==> config.mk <==
export PLATFORM = sky130hd
export DESIGN_NAME = key_event_queue
export DESIGN_NICKNAME = d
export VERILOG_FILES = /design/src/rtl/key_event_queue.sv
export SDC_FILE = /design/constraint.sdc
export NUM_CORES = 1
export LEC_CHECK = 0
export ABC_AREA = 1
export BUFFER_PORTS_ARGS = -buffer_cell sky130_fd_sc_hd__clkbuf_2
export CAP_MARGIN = 20
export CORE_MARGIN = 4
export CORE_UTILIZATION = 29
export DETAILED_ROUTE_END_ITERATION = 12
export GPL_ROUTABILITY_DRIVEN = 1
export HOLD_SLACK_MARGIN = 0.02
export PLACE_DENSITY = 0.46
export SYNTH_ARGS = -nofsm -noshare
export SYNTH_HDL_FRONTEND = slang
export SYNTH_SLANG_ARGS = --single-unit
==> constraint.sdc <==
create_clock -name clk -period 2.7 [get_ports clk]
set_clock_uncertainty 0.05 [all_clocks]
set_input_delay 0.405 -clock clk [delete_from_list [all_inputs] [get_ports clk]]
set_output_delay 0.405 -clock clk [all_outputs]
set_load 0.05 [all_outputs]
==> src/rtl/key_event_queue.sv <==
module key_event_queue #(
  parameter int DEPTH = 10,
  parameter int BW    = 8
) (
  input  logic                         clk,
  input  logic                         rst_n,
  input  logic                         ev_push,
  input  logic [BW-1:0]                ev_byte,
  input  logic                         ev_pop,
  output logic [BW-1:0]                head_byte,
  output logic [$clog2(DEPTH+1)-1:0]   pending,
  output logic                         has_event,
  output logic                         ovf_irq,
  input  logic                         ovf_clr
);
  localparam int PW = (DEPTH > 1) ? $clog2(DEPTH) : 1;
  localparam int CW = $clog2(DEPTH+1);
  localparam logic [PW-1:0] LAST = PW'(DEPTH-1);
  localparam logic [CW-1:0] FULLC = CW'(DEPTH);

  logic [BW-1:0] slots [DEPTH];
  logic [PW-1:0] wp, rp;
  logic [CW-1:0] cnt;

  function automatic logic [PW-1:0] step_ptr(input logic [PW-1:0] p);
    return (p == LAST) ? '0 : p + PW'(1);
  endfunction

  wire full     = (cnt == FULLC);
  wire empty    = (cnt == '0);
  wire take     = ev_pop && !empty;
  wire clobber  = ev_push && full && !take;
  wire grow     = ev_push && !take && !full;
  wire shrink   = take && !ev_push;

  always_ff @(posedge clk) begin
    if (ev_push) slots[wp] <= ev_byte;
  end

  always_ff @(posedge clk or negedge rst_n) begin
    if (!rst_n) begin
      wp      <= '0;
      rp      <= '0;
      cnt     <= '0;
      ovf_irq <= 1'b0;
    end else begin
      if (ev_push) wp <= step_ptr(wp);
      if (take || clobber) rp <= step_ptr(rp);
      if (grow) cnt <= cnt + CW'(1);
      else if (shrink) cnt <= cnt - CW'(1);
      if (clobber) ovf_irq <= 1'b1;
      else if (ovf_clr) ovf_irq <= 1'b0;
    end
  end

  assign head_byte = empty ? '0 : slots[rp];
  assign pending   = cnt;
  assign has_event = !empty;


  cnt_bound_chk: assert property (@(posedge clk) disable iff (!rst_n)
    pending <= FULLC);


  full_hold_chk: assert property (@(posedge clk) disable iff (!rst_n)
    (ev_push && !ev_pop && pending == FULLC) |=> (pending == FULLC));


  ovf_set_chk: assert property (@(posedge clk) disable iff (!rst_n)
    (ev_push && !ev_pop && pending == FULLC) |=> ovf_irq);


  ovf_sticky_chk: assert property (@(posedge clk) disable iff (!rst_n)
    (ovf_irq && !ovf_clr) |=> ovf_irq);


  empty_pop_chk: assert property (@(posedge clk) disable iff (!rst_n)
    (ev_pop && !ev_push && pending == '0) |=> (pending == '0 && head_byte == '0));


  pair_cnt_chk: assert property (@(posedge clk) disable iff (!rst_n)
    (ev_pop && ev_push && pending != '0) |=> $stable(pending));
endmodule

== Word level (Yosys, flattened, before mapping) ==
Memory sizes are Yosys's and may differ from the RTL's.
Cells that the tools add are included.
Word-level totals
  register bits: 13
  memory bits (writable): 80
  bits of input ports: 13
  output and inout port bits: 14
  memories: 1
Cells by class
  add/subtract/negate cells: 4
  eq/ne operators: 3
  mux-type cells: 9
  reduce and logical (&&, ||, !) cells: 14
Memory list
  slots: words 10, bits a word 8, read ports 1, clocked after memory_dff 0, wr ports 1, line 21  | logic [BW-1:0] slots [DEPTH];
Operators with widths (count)
  2-to-1 mux 4 bit: 4
  adder 4 x 1 -> 4 bit, second input constant: 3
  == test 4 bit, second input constant: 3
  2-to-1 mux 8 bit: 1
  logical AND 1 bit: 6
  zero test 1 bit: 4
  zero test 4 bit: 1
  2-to-1 mux 1 bit: 4
  nonzero test 2 bit: 2
  subtractor 4 x 1 -> 4 bit, second input constant: 1
  logical OR 1 bit: 1

== Logic depth before layout (Yosys ltp) ==
  depth after elaboration: 7
  depth in mapped cells: 11

== Worst setup path after synthesis ==
OpenSTA, ideal clock, no wires.
  kind: register to output
  from: register cnt[0] (netlist: pending[0])
  to: output head_byte[0]
  data arrival time: 1.930 ns
  slack: 0.315 ns
  cell stages (with the launch flop): 6
  path buffers: 1
  cell sequence: dfrtp_1 nor2_4 nand2_2 buf_6 nand2_1 a21oi_1
Between the ends
  longest elaborated chain between the ends: 2
RTL lines
  start, declared: line 23  | logic [CW-1:0] cnt;
  start signal, assigned: line 49  | if (grow) cnt <= cnt + CW'(1);
  start signal, assigned: line 50  | else if (shrink) cnt <= cnt - CW'(1);
  zero test 4 bit: line 30  | wire empty = (cnt == '0);
  2-to-1 mux 8 bit: line 56  | assign head_byte = empty ? '0 : slots[rp];
  end, declared: line 10  | output logic [BW-1:0] head_byte,
Every way passes these cells.

== Worst setup path in the final report ==
  from: register rp[2]
  to: output head_byte[3]
Between the ends
  longest elaborated chain between the ends: 2
RTL lines
  start, declared: line 22  | logic [PW-1:0] wp, rp;
  start signal, assigned: line 48  | if (take || clobber) rp <= step_ptr(rp);
  memory (10 x 8 bit)
  2-to-1 mux 8 bit: line 56
Every way passes these cells.

==> reports/metrics.cfg <==
[status]
status = complete, no violations

[critical_path]
critPathMaxStageDelay_ns = 0.61
cp_slowest_cell = dfrtp_1
rrSetupSlack_ns = 0.46
crit_chain = inv_1 -> nand4_1 -> nand2_1 -> a21oi_1 -> clkbuf_2
critPathTopFamily = buffers and inverters
r2r_start = pending[0]
worst-setup-path-type = reg -> out
critPathLaunch = rp[2]
critPathRequiredTime_ns = 2.25
cp.arrival_ns = 2.02
cp_num_buf_inv = 2
path_max_fanout = 11
cp-start-kind = flip-flop
end_kind = output pin

[clock_network]
path_clk_slew_ns = 0.06
cts_buffers = 9
root_buffer = clkbuf_16
tritoncts = done
cts_setup_buffers = 0
clock_latency_ns = 0.33
h-tree-depth = 3
clockBufferDepth = 2
cts_sinks = 93

[timing]
setup_viol = 0
period_share_pct = 91.7
final_max_slew_viol_count = 0
final.min_clock_period_ns = 2.48
grt_setup_unrepaired = no
hold_ws_ns = 0.207
finalHoldViolations = 0
fmax_ghz = 0.404
fin_setup_tns_ns = 0
maxSlewHeadroom_pct = 49.3
finalWorstSetupSlack_ns = 0.224
tightestPinTransition_ns = 0.757

[worst_hold_path]
hold_path_class = in -> reg
min_from = ovf_clr

[grt]
antenna_found_initial = 0
grt_pass1_wl_um = 14200
grt_pass1_vias = 2607
grt.total_usage_pct = 11.5
overflow = 0
grt_max_degree = 20

[layout]
fin_util_pct = 34.8
multi_input_area_um2 = 1020
nets = 419
fillers = 1402
n_antenna_cell = 0
area_growth_pct = 15.7
layoutNonFillerInstCount = 584
regArea_um2 = 2730
fin_area_um2 = 4680
drive_above_1_share_pct = 15.2

[routing]
wl_per_cell_um = 14.9
drc = 0
vias_per_cell = 4.49
drtIter0Drc = 201
vias = 2622
ant_nets = 0
routed_wl_um = 8680
dr.pass1.iters = 4

[floorplanning]
ios = 27
core_um2 = 13500
die_h_um = 126
start_util_pct = 30.1
dieArea_um2 = 15900
die_width_um = 126
rows = 42

[synth]
ys_warn_count = 0
synth_enable_flop_cells = 80
synthArstFlopShare_pct = 14.0
synth.net_count = 384
muxShareOfSynthArea_pct = 0
synth_compound_area_share_pct = 4.89
synth_simple_gate_area_share_pct = 17.8
synth_top_family_by_area = simple AND/OR/NAND/NOR gates
postSynthCellCount = 368
synthDistinctLibCells = 30
synthAdderAreaFrac_pct = 1.11
syn_area_per_cell_um2 = 11.0
synthXorXnorAreaFrac_pct = 1.30
synth_area_um2 = 4050
ys_seq_area_share_pct = 67.4
synth_ff_type = edfxtp_1
ys_ff_latch = 93

[power_and_ir_drop]
p_per_area_nw_per_um2 = 1160
p_leak_nw = 1.93
peakVddDrop_mv = 0.644
fin_total_pwr_mw = 5.42

[place]
place_area_um2 = 4380
place_inst = 567
pre_cts_slack_ns = 0.440
gp_congestion = 0.752
io_buffers = 26
hpwl_um = 6010

[flow_run]
drv_cap = 0

==> area by class of cell <==
type,instances,share of cell area [%]
clock inverters,3,0.989
clock buffers,13,5.13
flip-flops and latches,93,58.3
multi-input cells,206,21.7
well taps,176,4.71
inverters,56,4.57
repair buffers,37,4.60
==> per-layer routing <==
layer / part of all wire [%] / wire (µm) / track usage [%]
met1: 42 / 3690 / 14.3
met2: 51 / 4390 / 19.3
met3: 5.7 / 498 / 3.60
met4: 1.2 / 100 / 3.34
met5: 0 / 0 / 0
==> cell families (layout without fill, tap and decap cells) <==
group	Yosys count	in the layout
xor gates and xnor gates	6	6
DFF	93	93
AOI/OAI and AO/OA	37	37
adders and majority gates	3	3
and+or+nand+nor	160	160
buffers and inverters	69	109
==> synth_stat cells (2+ instances only) <==
library cell | number | area (µm²)
a21oi_1 | 21 | 105
nand2_2 | 5 | 31.3
buf_4 | 2 | 15.0
buf_2 | 7 | 35.0
nor3_1 | 3 | 15.0
buf_6 | 3 | 33.8
dfrtp_1 | 13 | 325
ha_1 | 2 | 25.0
inv_1 | 51 | 191
nand2_1 | 98 | 368
edfxtp_1 | 80 | 2400
o21ai_0 | 12 | 60.1
nand4_1 | 18 | 113
nor2_1 | 10 | 37.5
xor2_1 | 5 | 43.8
inv_2 | 2 | 7.51
nand3_1 | 23 | 115
==> cell usage in the layout, fill, tap and decap left out, types with 5 or more instances in the layout <==
master      n
a21oi_1    21
buf_4      10
clkbuf_16   9
clkbuf_2   26
dfrtp_1    13
edfxtp_1   80
inv_1      51
nand2_1    98
nand2_2     5
nand3_1    23
nand4_1    18
nor2_1     10
o21ai_0    12
xor2_1      5
==> timing repair <==
action / in CTS / in global routing
hold buffers: 1 / 0
setup endpoints to repair: 0 / 0
gates resized for setup: 0 / 0
endpoints found under the hold margin: 13 / 0
==> power by group <==
group	switching (mW)	internal [mW]
sequential	0.159	1.79
combinational	1.68	0.570
clock	0.501	0.721
total	2.34	3.08
==> final timing paths <==
kind / end / cells after the start
max: head_byte[3] / 5
min: ovf_irq / 2
max reg2reg: pending[3] / 11
min reg2reg: ovf_irq / 2
max in group asynchronous: wp[3] / 2
min in group asynchronous: rp[0] / 2
==> flip-flops by register name, summed over array words and instances (netlist names) <==
signal   count
wp           4
rp           4
ovf_irq      1
pending      4
slots       80
No activity file was read; power rests on OpenSTA's default activity.
